$ cat config.mk
export PLATFORM = sky130hd
export DESIGN_NAME = tone_mixer_core
export DESIGN_NICKNAME = d
export VERILOG_FILES = /design/src/rtl/tmix_pkg.sv /design/src/rtl/tmix_prescale.sv /design/src/rtl/tmix_tone_chan.sv /design/src/rtl/tmix_level_sel.sv /design/src/rtl/tone_mixer_core.sv
export SDC_FILE = /design/constraint.sdc
export NUM_CORES = 1
export LEC_CHECK = 0
export CAP_MARGIN = 15
export CORE_AREA = 4 4 152 117
export DETAILED_ROUTE_END_ITERATION = 6
export DIE_AREA = 0 0 156 121
export DONT_BUFFER_PORTS = 1
export SYNTH_ARGS = -nofsm -noshare
export SYNTH_HDL_FRONTEND = slang
export SYNTH_HIERARCHICAL = 1
export SYNTH_SLANG_ARGS = --single-unit
export TNS_END_PERCENT = 5
$ cat constraint.sdc
create_clock -name clk -period 8.8 [get_ports clk]
set_input_delay 0 -clock clk [delete_from_list [all_inputs] [get_ports clk]]
set_output_delay 0 -clock clk [all_outputs]
set_load 0.005 [all_outputs]
$ cat src/rtl/tmix_pkg.sv
package tmix_pkg;
  localparam int unsigned ADDR_W   = 4;
  localparam int unsigned DATA_W   = 8;
  localparam int unsigned LVL_W    = 4;
  localparam int unsigned AMP_W    = LVL_W + 1;
  localparam int unsigned MIX_ADDR = 7;
  localparam int unsigned AMP_BASE = 8;

  typedef struct packed {
    logic             use_env;
    logic [LVL_W-1:0] fixed_lvl;
  } amp_t;
endpackage

$ cat src/rtl/tmix_prescale.sv
module tmix_prescale #(
  parameter int unsigned DIV = 16
) (
  input  logic clk,
  input  logic rst,
  output logic tick
);
  localparam int unsigned CW = (DIV > 1) ? $clog2(DIV) : 1;
  localparam logic [CW-1:0] LAST = CW'(DIV - 1);

  logic [CW-1:0] cnt_q;

  always_ff @(posedge clk) begin
    if (rst) begin
      cnt_q <= '0;
      tick  <= 1'b0;
    end else begin
      tick  <= (cnt_q == LAST);
      cnt_q <= (cnt_q == LAST) ? '0 : cnt_q + 1'b1;
    end
  end

  // one tick per DIV clocks: a tick is never followed by another at once
  p_tick_single_r3: assert property (@(posedge clk) disable iff (rst)
    tick |=> !tick);
  // the tick is seen just after the counter wrapped
  p_tick_at_wrap_r3: assert property (@(posedge clk) disable iff (rst)
    tick |-> (cnt_q == '0));
endmodule

$ cat src/rtl/tmix_tone_chan.sv
module tmix_tone_chan #(
  parameter int unsigned PER_W = 12
) (
  input  logic             clk,
  input  logic             rst,
  input  logic             tick,
  input  logic [PER_W-1:0] period,
  output logic             tone
);
  logic [PER_W-1:0] cnt_q;
  logic [PER_W-1:0] lim_q;
  logic [PER_W-1:0] eff_per;
  logic [PER_W:0]   cnt_next;

  assign eff_per  = (period == '0) ? PER_W'(1) : period;
  assign cnt_next = {1'b0, cnt_q} + 1'b1;

  always_ff @(posedge clk) begin
    if (rst) begin
      cnt_q <= '0;
      lim_q <= PER_W'(1);
      tone  <= 1'b0;
    end else if (tick) begin
      if (cnt_next >= {1'b0, lim_q}) begin
        cnt_q <= '0;
        lim_q <= eff_per;
        tone  <= ~tone;
      end else begin
        cnt_q <= cnt_next[PER_W-1:0];
      end
    end
  end

  // the tone only moves on a prescaler tick
  p_toggle_on_tick_r3: assert property (@(posedge clk) disable iff (rst)
    !$stable(tone) |-> $past(tick));
  // the running count stays inside the latched half-cycle length
  p_count_in_range_r4: assert property (@(posedge clk) disable iff (rst)
    cnt_q < lim_q);
  // the latched length only changes when the tone flips
  p_limit_at_reload_r4: assert property (@(posedge clk) disable iff (rst)
    !$stable(lim_q) |-> !$stable(tone));
endmodule

$ cat src/rtl/tmix_level_sel.sv
module tmix_level_sel
  import tmix_pkg::*;
(
  input  logic             clk,
  input  logic             rst,
  input  logic             tone,
  input  logic             noise,
  input  logic             tone_off,
  input  logic             noise_off,
  input  amp_t             amp,
  input  logic [LVL_W-1:0] env,
  output logic [LVL_W-1:0] level_q
);
  logic             gate;
  logic [LVL_W-1:0] pick;

  assign gate = (tone | tone_off) & (noise | noise_off);
  assign pick = amp.use_env ? env : amp.fixed_lvl;

  always_ff @(posedge clk) begin
    if (rst) level_q <= '0;
    else     level_q <= gate ? pick : '0;
  end

  // a zero amplitude register silences the voice
  p_zero_amp_silent_r6: assert property (@(posedge clk) disable iff (rst)
    (amp == '0) |=> (level_q == '0));
  // both sources disabled: the fixed level is held
  p_free_run_level_r6: assert property (@(posedge clk) disable iff (rst)
    (tone_off && noise_off && !amp.use_env) |=> (level_q == $past(amp.fixed_lvl)));
  // envelope mode follows the envelope input when the gate is open
  p_env_follow_r7: assert property (@(posedge clk) disable iff (rst)
    (amp.use_env && tone_off && noise_off) |=> (level_q == $past(env)));
  // an enabled tone that is low forces zero
  p_tone_gate_r5: assert property (@(posedge clk) disable iff (rst)
    (!tone_off && !tone) |=> (level_q == '0));
endmodule

$ cat src/rtl/tone_mixer_core.sv
module tone_mixer_core
  import tmix_pkg::*;
#(
  parameter int unsigned NUM_CH  = 3,
  parameter int unsigned PER_W   = 12,
  parameter int unsigned PRE_DIV = 16
) (
  input  logic                    clk,
  input  logic                    rst,
  input  logic                    wr_en,
  input  logic [ADDR_W-1:0]       wr_addr,
  input  logic [DATA_W-1:0]       wr_data,
  input  logic                    noise_in,
  input  logic [LVL_W-1:0]        env_in,
  output logic [NUM_CH*LVL_W-1:0] level_o,
  output logic [1:0]              port_dir
);
  localparam int unsigned HI_W = PER_W - DATA_W;

  logic              tick;
  logic [DATA_W-1:0] mix_q;

  tmix_prescale #(.DIV(PRE_DIV)) u_pre (
    .clk  (clk),
    .rst  (rst),
    .tick (tick)
  );

  always_ff @(posedge clk) begin
    if (rst)
      mix_q <= '0;
    else if (wr_en && wr_addr == ADDR_W'(MIX_ADDR))
      mix_q <= wr_data;
  end

  assign port_dir = mix_q[7:6];

  for (genvar c = 0; c < NUM_CH; c++) begin : g_ch
    logic [DATA_W-1:0] lo_q;
    logic [HI_W-1:0]   hi_q;
    amp_t              amp_q;
    logic              tone;

    always_ff @(posedge clk) begin
      if (rst) begin
        lo_q  <= '0;
        hi_q  <= '0;
        amp_q <= '0;
      end else if (wr_en) begin
        if (wr_addr == ADDR_W'(2*c))          lo_q  <= wr_data;
        if (wr_addr == ADDR_W'(2*c + 1))      hi_q  <= wr_data[HI_W-1:0];
        if (wr_addr == ADDR_W'(AMP_BASE + c)) amp_q <= wr_data[AMP_W-1:0];
      end
    end

    tmix_tone_chan #(.PER_W(PER_W)) u_tone (
      .clk    (clk),
      .rst    (rst),
      .tick   (tick),
      .period ({hi_q, lo_q}),
      .tone   (tone)
    );

    tmix_level_sel u_lvl (
      .clk       (clk),
      .rst       (rst),
      .tone      (tone),
      .noise     (noise_in),
      .tone_off  (mix_q[c]),
      .noise_off (mix_q[c + NUM_CH]),
      .amp       (amp_q),
      .env       (env_in),
      .level_q   (level_o[c*LVL_W +: LVL_W])
    );
  end

  // direction bits follow a mixer write one clock later
  p_dir_update_r8: assert property (@(posedge clk) disable iff (rst)
    (wr_en && wr_addr == ADDR_W'(MIX_ADDR)) |=> (port_dir == $past(wr_data[7:6])));
  // an unmapped address leaves the direction bits alone
  p_unmapped_ignored_r9: assert property (@(posedge clk) disable iff (rst)
    (wr_en && (wr_addr == ADDR_W'(6) || wr_addr > ADDR_W'(AMP_BASE + NUM_CH - 1)))
      |=> $stable(port_dir));
endmodule

==> impl_metrics.prom, run 1 <==
# TYPE chip_impl_metric gauge
chip_impl_info{name="status",value="finished, final reports clean"} 1
chip_impl_metric{name="number_of_library_cell_types_mapped_by_synthesis",unit=""} 74
chip_impl_info{name="clk_root_buffer_cell",value="sky130_fd_sc_hd__clkbuf_16"} 1
chip_impl_metric{name="detailedPlacementHpwl",unit="microns"} 11600
chip_impl_metric{name="io_pins",unit=""} 34
chip_impl_metric{name="die_width",unit="microns"} 156
chip_impl_info{name="cp-end-kind",value="flip-flop"} 1
chip_impl_metric{name="placement.io_buffers",unit=""} 0
chip_impl_metric{name="power.ir.vdd_worst",unit="V"} 0.000110
chip_impl_info{name="crit_chain",value="nand3_1 > nor3_1 > nor2_1 > or2_2 > ha_1 > and3_2 > nor3b_1 > o31ai_2 > a31oi_4 > mux2_2"} 1
chip_impl_metric{name="cts_buffers",unit=""} 17
chip_impl_metric{name="layout.cells.non_filler",unit=""} 1065
chip_impl_metric{name="cp_num_buf_inv",unit=""} 0
chip_impl_metric{name="wl_per_cell",unit="microns"} 16.2
chip_impl_metric{name="worst_skew_pair.late_latency",unit="ns"} 0.44
chip_impl_metric{name="finalSetupViolations",unit=""} 0
chip_impl_metric{name="multi_input_combinational_cell_area",unit="sq um"} 4580
chip_impl_info{name="cp_slowest_cell",value="sky130_fd_sc_hd__a31oi_4"} 1
chip_impl_metric{name="max_freq",unit="MHz"} 272
chip_impl_metric{name="core",unit="sq um"} 16500
chip_impl_info{name="synth_ff_type",value="sky130_fd_sc_hd__dfxtp_1"} 1
chip_impl_metric{name="first_global_vias",unit=""} 5839
chip_impl_metric{name="antenna-diode-count",unit=""} 0
chip_impl_metric{name="maxCapViolations",unit=""} 0
chip_impl_metric{name="antenna_left",unit=""} 0
chip_impl_metric{name="layout_overhead_on_the_synthesized_area",unit="%"} 10.8
chip_impl_metric{name="detail_route.iter0.violations",unit=""} 275
chip_impl_metric{name="synthesis.yosys.warnings",unit=""} 6
chip_impl_metric{name="syn_nets",unit=""} 904
chip_impl_metric{name="first_pass_iters",unit=""} 5
chip_impl_metric{name="drive_above_1_share",unit=""} 0.0859
chip_impl_metric{name="synthCells",unit=""} 841
chip_impl_metric{name="antenna_found_initial",unit=""} 0
chip_impl_metric{name="gp_congestion",unit=""} 0.832
chip_impl_metric{name="synth_sequential_area_ratio",unit=""} 0.376
chip_impl_metric{name="ff2ff_setup_slack",unit="ns"} 5.12
chip_impl_metric{name="floorplan.die.height",unit="microns"} 121
chip_impl_metric{name="initial_core_util",unit=""} 0.488
chip_impl_info{name="hold_path.class",value="in2reg"} 1
chip_impl_metric{name="h-tree-depth",unit=""} 4
chip_impl_info{name="worst_hold_endpoint",value="g_ch[2].amp_q[4]"} 1
chip_impl_metric{name="finalHoldViolations",unit=""} 0
chip_impl_metric{name="number_of_enable_type_register_cells_in_the_synthesized_netlist",unit=""} 0
chip_impl_info{name="setup.worst_path.class",value="reg2reg"} 1
chip_impl_metric{name="fp-row-count",unit=""} 41
chip_impl_metric{name="fillerInstances",unit=""} 1452
chip_impl_metric{name="synth_seq_cells",unit=""} 151
chip_impl_metric{name="routed-via-count",unit=""} 5779
chip_impl_metric{name="clock-sinks",unit=""} 151
chip_impl_metric{name="max_stage_delay",unit="ns"} 0.61
chip_impl_metric{name="arrival_time_at_the_worst_endpoint",unit="ns"} 4.01
chip_impl_metric{name="postSynth.asyncResetShare",unit=""} 0
chip_impl_metric{name="finalWorstPathRequiredPeriod",unit="ns"} 3.68
chip_impl_metric{name="finalWorstSetupSlack",unit="ns"} 5.12
chip_impl_metric{name="globalRouteTotalUtil",unit=""} 0.189
chip_impl_info{name="critical-path-top-delay-family",value="simple AND/OR/NAND/NOR gates"} 1
chip_impl_info{name="cts_tree",value="done"} 1
chip_impl_metric{name="first_pass_grt_wire_length",unit="microns"} 28900
chip_impl_metric{name="drc_errors",unit=""} 0
chip_impl_info{name="hold_path.startpoint",value="rst"} 1
chip_impl_metric{name="grt_max_degree",unit=""} 177
chip_impl_metric{name="worst_slew_pin_slew",unit="ns"} 1.11
chip_impl_metric{name="final.period_utilization",unit=""} 0.418
chip_impl_info{name="rsz0062_at_grt",value="no"} 1
chip_impl_metric{name="slew_headroom",unit=""} 0.257
chip_impl_metric{name="crit_path_max_fanout",unit=""} 15
chip_impl_metric{name="mappedNetlistArea",unit="sq um"} 8040
chip_impl_info{name="critical_path.reg2reg.startpoint",value="g_ch[0].u_tone/cnt_q[2]"} 1
chip_impl_metric{name="grt.overflow.total",unit=""} 0
chip_impl_metric{name="sequential_cell_area_in_the_final_layout",unit="sq um"} 3020
chip_impl_metric{name="timing.reg2reg.worst_path_depth",unit=""} 10
chip_impl_metric{name="floorplan.die_area",unit="sq um"} 18900
chip_impl_metric{name="worstPathRequired",unit="ns"} 9.13
chip_impl_metric{name="setup_total_negative_slack",unit="ns"} 0
chip_impl_info{name="layout_common_cells",value="sky130_fd_sc_hd__nand2b_1 (151), sky130_fd_sc_hd__dfxtp_1 (151), sky130_fd_sc_hd__mux2i_1 (107), sky130_fd_sc_hd__inv_1 (43), sky130_fd_sc_hd__ha_1 (43)"} 1
chip_impl_info{name="crit-reg2reg-capture",value="g_ch[0].u_tone/tone"} 1
chip_impl_metric{name="final.setup_skew",unit="ns"} 0.0121
chip_impl_metric{name="clkTransAtPathRegs",unit="ns"} 0.08
chip_impl_metric{name="maxSlewViolCount",unit=""} 0
chip_impl_metric{name="finalCoreUtilization",unit=""} 0.541
chip_impl_metric{name="postRouteWirelength",unit="microns"} 17300
chip_impl_metric{name="placed_cells_incl_taps",unit=""} 1011
chip_impl_info{name="setup.worst_path.start_class",value="flip-flop"} 1
chip_impl_metric{name="cts_max_path_buffers",unit=""} 2
chip_impl_metric{name="syn-mean-instance-area",unit="sq um"} 9.56
chip_impl_metric{name="holdPathStages",unit=""} 2
chip_impl_metric{name="leakage",unit="nW"} 3.58
chip_impl_metric{name="design_power_total",unit="mW"} 1.50
chip_impl_metric{name="dpl_worst_slack",unit="ns"} 5.19
chip_impl_metric{name="powerDensity",unit="nW/um^2"} 168
chip_impl_metric{name="vias_per_cell",unit=""} 5.43
chip_impl_metric{name="final_nets",unit=""} 900
## worst reg2reg max path, cell delays in order, from the launching register on
cell                      delay, ns
sky130_fd_sc_hd__dfxtp_1       0.49
sky130_fd_sc_hd__nand3_1       0.30
sky130_fd_sc_hd__nor3_1        0.39
sky130_fd_sc_hd__nor2_1        0.09
sky130_fd_sc_hd__or2_2         0.31
sky130_fd_sc_hd__ha_1          0.27
sky130_fd_sc_hd__and3_2        0.20
sky130_fd_sc_hd__nor3b_1       0.22
sky130_fd_sc_hd__o31ai_2       0.27
sky130_fd_sc_hd__a31oi_4       0.62
sky130_fd_sc_hd__mux2_2        0.40
## layer usage
layer | wire length, microns | share of wire | vias up | track usage
li1 | - | - | 2936 | -
met1 | 8590 | 0.50 | 2723 | 0.258
met2 | 7770 | 0.45 | 99 | 0.298
met3 | 639 | 0.037 | 21 | 0.0414
met4 | 259 | 0.015 | 0 | 0.0623
met5 | 0 | 0 | - | 0
## where the power goes
part	total (mW)	switching (mW)	internal, mW
Clock	0.758	0.364	0.394
Sequential	0.691	0.00398	0.687
Combinational	0.0524	0.0279	0.0246
## kinds of logic after synthesis
logic type	share of synthesized area
compound gates	0.0820
xor+xnor	0.0272
fa+ha+maj	0.0669
buf+inv	0.0546
flops	0.376
mux	0.137
simple gates	0.256
## cell type report
type / instances / area share
Clock buffer: 17 / 0.0477
Clock inverter: 15 / 0.0246
Inverter: 43 / 0.0181
Multi-Input combinational cell: 602 / 0.514
Sequential cell: 151 / 0.339
Tap cell: 215 / 0.0302
Timing Repair Buffer: 22 / 0.0264
## state kept, by name, summed over array words and instances (netlist names)
register,flops
g_ch.u_tone/tone,3
u_pre/tick,1
g_ch.hi_q,12
g_ch.lo_q,24
g_ch.amp_q,15
u_pre/cnt_q,4
g_ch.u_tone/cnt_q,36
g_ch.u_tone/lim_q,36
mix_q,8
g_ch.u_lvl/level_q,12
## synth_stat cells (8+ instances only)
master	n	area [sq um]
sky130_fd_sc_hd__nor2_1	26	97.6
sky130_fd_sc_hd__nor3_1	26	130
sky130_fd_sc_hd__buf_2	8	40.0
sky130_fd_sc_hd__ha_1	43	538
sky130_fd_sc_hd__dfxtp_1	151	3020
sky130_fd_sc_hd__a21o_1	8	60.1
sky130_fd_sc_hd__nor4_1	8	50.1
sky130_fd_sc_hd__mux2i_1	107	1070
sky130_fd_sc_hd__xor2_1	13	114
sky130_fd_sc_hd__nand4_1	22	138
sky130_fd_sc_hd__clkbuf_1	17	63.8
sky130_fd_sc_hd__inv_1	43	161
sky130_fd_sc_hd__nand3_1	21	105
sky130_fd_sc_hd__a21oi_1	18	90.1
sky130_fd_sc_hd__nand2_1	35	131
sky130_fd_sc_hd__nand2b_1	151	945
sky130_fd_sc_hd__xnor2_1	12	105
sky130_fd_sc_hd__o21ai_0	8	40.0
## repair_timing
action	in CTS	in global routing
setup buffers	0	0
hold buffers	21	0
resized for setup	0	0
endpoints found under the hold margin	151	0
## through the flow
step	hold WS [ns]	cell area, sq um
CTS	0.0158	8910
floorplan	0.0691	8040
finish	0.0231	8910
global placement	0.0926	8030
detailed placement	0.0932	8030
global route	0.0298	8910
## worst max-delay path by stage
stage | slack, ns | cells after the start | start | to
finish | 5.12 | 10 | g_ch[0].u_tone/cnt_q[2] | g_ch[0].u_tone/tone
global route | 4.88 | 10 | g_ch[0].u_tone/cnt_q[2] | g_ch[0].u_tone/tone
CTS | 5.16 | 10 | g_ch[0].u_tone/cnt_q[2] | g_ch[0].u_tone/tone
global placement | 5.28 | 10 | g_ch[0].u_tone/cnt_q[2] | g_ch[0].u_tone/tone
floorplan | 5.92 | 11 | g_ch[0].u_tone/cnt_q[2] | g_ch[0].u_tone/tone
detailed placement | 5.19 | 10 | g_ch[0].u_tone/cnt_q[2] | g_ch[0].u_tone/tone
(Power assumes the default switching activity.)
==> run 2, diff against run 1 <==
==> constraint.sdc (replaced) <==
create_clock -name clk -period 3.4 [get_ports clk]
set_input_delay 0 -clock clk [delete_from_list [all_inputs] [get_ports clk]]
set_output_delay 0 -clock clk [all_outputs]
set_load 0.005 [all_outputs]
==> run 2 against run 1 <==
Non-clock buffer count grew 15. Wire length fell by 0.45%. Critical endpoint is now g_ch[0].u_tone/lim_q[10]. Sequential share of layout area down 0.42 points. Fmax is 18% higher. Combinational power grew to 2.6 times the previous value. Final area rose by 1.3%. Hold slack gained 0.0054 ns. Via count up 2.1%. Sequential cell count did not move.
==> impl_metrics.prom, run 2 (synthesis gave the netlist of run 1 again) <==
# TYPE chip_impl_metric gauge
chip_impl_info{name="status",value="finished, final reports clean"} 1
chip_impl_metric{name="finalWorstSetupSlack",unit="ns"} 0.272
chip_impl_metric{name="floorplan.die_area",unit="sq um"} 18900
chip_impl_info{name="setup.worst_path.start_class",value="flip-flop"} 1
chip_impl_metric{name="finalWorstPathRequiredPeriod",unit="ns"} 3.13
chip_impl_metric{name="grt_max_degree",unit=""} 176
chip_impl_metric{name="antenna_left",unit=""} 0
chip_impl_metric{name="maxSlewViolCount",unit=""} 0
chip_impl_metric{name="leakage",unit="nW"} 3.66
chip_impl_metric{name="arrival_time_at_the_worst_endpoint",unit="ns"} 3.48
chip_impl_metric{name="antenna-diode-count",unit=""} 0
chip_impl_info{name="cp-end-kind",value="flip-flop"} 1
chip_impl_metric{name="first_global_vias",unit=""} 5788
chip_impl_metric{name="finalHoldViolations",unit=""} 0
chip_impl_metric{name="drc_errors",unit=""} 0
chip_impl_metric{name="vias_per_cell",unit=""} 5.46
chip_impl_metric{name="fp-row-count",unit=""} 41
chip_impl_info{name="cts_tree",value="done"} 1
chip_impl_info{name="cp_slowest_cell",value="sky130_fd_sc_hd__dfxtp_1"} 1
chip_impl_metric{name="initial_core_util",unit=""} 0.488
chip_impl_info{name="largestRegisters",value="g_ch.u_tone/cnt_q x36, g_ch.u_tone/lim_q x36, g_ch.lo_q x24"} 1
chip_impl_metric{name="max_stage_delay",unit="ns"} 0.50
chip_impl_metric{name="worst_slew_pin_slew",unit="ns"} 0.706
chip_impl_metric{name="power.ir.vdd_worst",unit="V"} 0.000353
chip_impl_metric{name="clock-sinks",unit=""} 151
chip_impl_metric{name="h-tree-depth",unit=""} 4
chip_impl_metric{name="layout_overhead_on_the_synthesized_area",unit="%"} 12.2
chip_impl_metric{name="die_width",unit="microns"} 156
chip_impl_metric{name="cp_num_buf_inv",unit=""} 1
chip_impl_metric{name="cts_max_path_buffers",unit=""} 2
chip_impl_metric{name="final.setup_skew",unit="ns"} 0.0139
chip_impl_metric{name="final_nets",unit=""} 915
chip_impl_metric{name="antenna_found_initial",unit=""} 0
chip_impl_info{name="clk_root_buffer_cell",value="sky130_fd_sc_hd__clkbuf_16"} 1
chip_impl_info{name="rsz0062_at_grt",value="no"} 1
chip_impl_metric{name="first_pass_iters",unit=""} 4
chip_impl_info{name="setup.worst_path.class",value="reg2reg"} 1
chip_impl_info{name="hold_path.class",value="in2reg"} 1
chip_impl_metric{name="clkTransAtPathRegs",unit="ns"} 0.07
chip_impl_metric{name="core",unit="sq um"} 16500
chip_impl_metric{name="floorplan.die.height",unit="microns"} 121
chip_impl_metric{name="placement.io_buffers",unit=""} 0
chip_impl_metric{name="globalRouteTotalUtil",unit=""} 0.192
chip_impl_info{name="crit_chain",value="nand3_4 > nor3_1 > nor2_1 > or2_2 > ha_1 > and3_2 > nor3b_2 > o31ai_4 > a31oi_4 > buf_4 > mux2i_1"} 1
chip_impl_metric{name="detailedPlacementHpwl",unit="microns"} 11800
chip_impl_metric{name="dpl_worst_slack",unit="ns"} 0.185
chip_impl_metric{name="postRouteWirelength",unit="microns"} 17200
chip_impl_metric{name="ff2ff_setup_slack",unit="ns"} 0.27
chip_impl_info{name="critical-path-top-delay-family",value="simple AND/OR/NAND/NOR gates"} 1
chip_impl_metric{name="final.period_utilization",unit=""} 0.920
chip_impl_metric{name="finalSetupViolations",unit=""} 0
chip_impl_metric{name="powerDensity",unit="nW/um^2"} 429
chip_impl_metric{name="cts_buffers",unit=""} 17
chip_impl_metric{name="drive_above_1_share",unit=""} 0.103
chip_impl_metric{name="first_pass_grt_wire_length",unit="microns"} 29200
chip_impl_metric{name="slew_headroom",unit=""} 0.528
chip_impl_metric{name="maxCapViolations",unit=""} 0
chip_impl_metric{name="wl_per_cell",unit="microns"} 15.9
chip_impl_metric{name="max_freq",unit="MHz"} 320
chip_impl_metric{name="grt.overflow.total",unit=""} 0
chip_impl_metric{name="routed-via-count",unit=""} 5899
chip_impl_metric{name="crit_path_max_fanout",unit=""} 15
chip_impl_info{name="layout_common_cells",value="sky130_fd_sc_hd__nand2b_1 (151), sky130_fd_sc_hd__dfxtp_1 (151), sky130_fd_sc_hd__mux2i_1 (107), sky130_fd_sc_hd__inv_1 (43), sky130_fd_sc_hd__ha_1 (43)"} 1
chip_impl_metric{name="worstPathRequired",unit="ns"} 3.75
chip_impl_metric{name="worst_skew_pair.late_latency",unit="ns"} 0.44
chip_impl_metric{name="io_pins",unit=""} 34
chip_impl_metric{name="detail_route.iter0.violations",unit=""} 276
chip_impl_metric{name="gp_congestion",unit=""} 0.840
chip_impl_metric{name="setup_total_negative_slack",unit="ns"} 0
-- run 2: cell count changes in the layout (fill, tap and decap cells not counted), moves of 2 or more --
cell,before,now
sky130_fd_sc_hd__inv_8,2,6
sky130_fd_sc_hd__buf_4,1,15
sky130_fd_sc_hd__inv_12,2,0
sky130_fd_sc_hd__clkinv_8,9,4
sky130_fd_sc_hd__inv_6,1,4
-- run 2: path summary, 6_finish.rpt --
kind,start,end,depth (start not counted)
min,wr_addr[1],g_ch[1].lo_q[1],2
max reg2reg,g_ch[0].u_tone/cnt_q[3],g_ch[0].u_tone/lim_q[10],11
min reg2reg,g_ch[1].u_tone/lim_q[9],g_ch[1].u_tone/lim_q[9],2
max,g_ch[0].u_tone/cnt_q[3],g_ch[0].u_tone/lim_q[10],11
-- run 2: worst reg2reg max path, delay by kind of cell (launching register included) --
kind	cells	cell delay (ns)
AND/OR/NAND/NOR	6	1.43
multiplexers	1	0.21
flip-flops	1	0.50
AO/OA/AOI/OAI	2	0.46
adder cells (fa/ha/maj)	1	0.26
buffers and inverters	1	0.20
-- run 2: repair_timing --
item	4_1_cts	5_1_grt
gates resized for setup	0	3
hold buffers	22	0
endpoints found under the hold margin	150	0
endpoints found under the setup margin	0	11
setup buffers	0	4
-- run 2: final cells by class --
cell class / count / area, sq um
Multi-Input combinational cell: 602 / 4600
Fill cell: 1467 / 7440
Tap cell: 215 / 269
Clock inverter: 15 / 198
Timing Repair Buffer: 37 / 350
Sequential cell: 151 / 3020
Clock buffer: 17 / 425
Inverter: 43 / 161
-- run 2: metal layers --
metal	track usage	up-vias	wire, microns
li1	-	2970	-
met1	0.264	2813	8500
met2	0.297	96	7760
met3	0.0435	20	617
met4	0.0645	0	301
met5	0	-	0
-- run 2: power by group --
group | internal [mW] | leakage, nW | total [mW] | switching (mW)
logic | 0.0633 | 2.14 | 0.134 | 0.0707
registers | 1.78 | 1.22 | 1.79 | 0.0100
clock network | 1.07 | 0.306 | 1.95 | 0.880
-- run 2: metrics by stage --
stage | utilization | cells | power [mW] | cell area [sq um] | hold slack (ns)
6_report | 0.548 | 1080 | 3.87 | 9030 | 0.0286
2_1_floorplan | - | 841 | 1.92 | 8040 | 0.0691
5_1_grt | 0.548 | 1080 | 4.00 | 9030 | 0.0231
4_1_cts | 0.545 | 1076 | 3.92 | 8980 | 0.00745
3_5_place_dp | 0.493 | 1022 | 1.92 | 8120 | 0.0898
3_3_place_gp | 0.493 | 1022 | 1.92 | 8120 | 0.0922
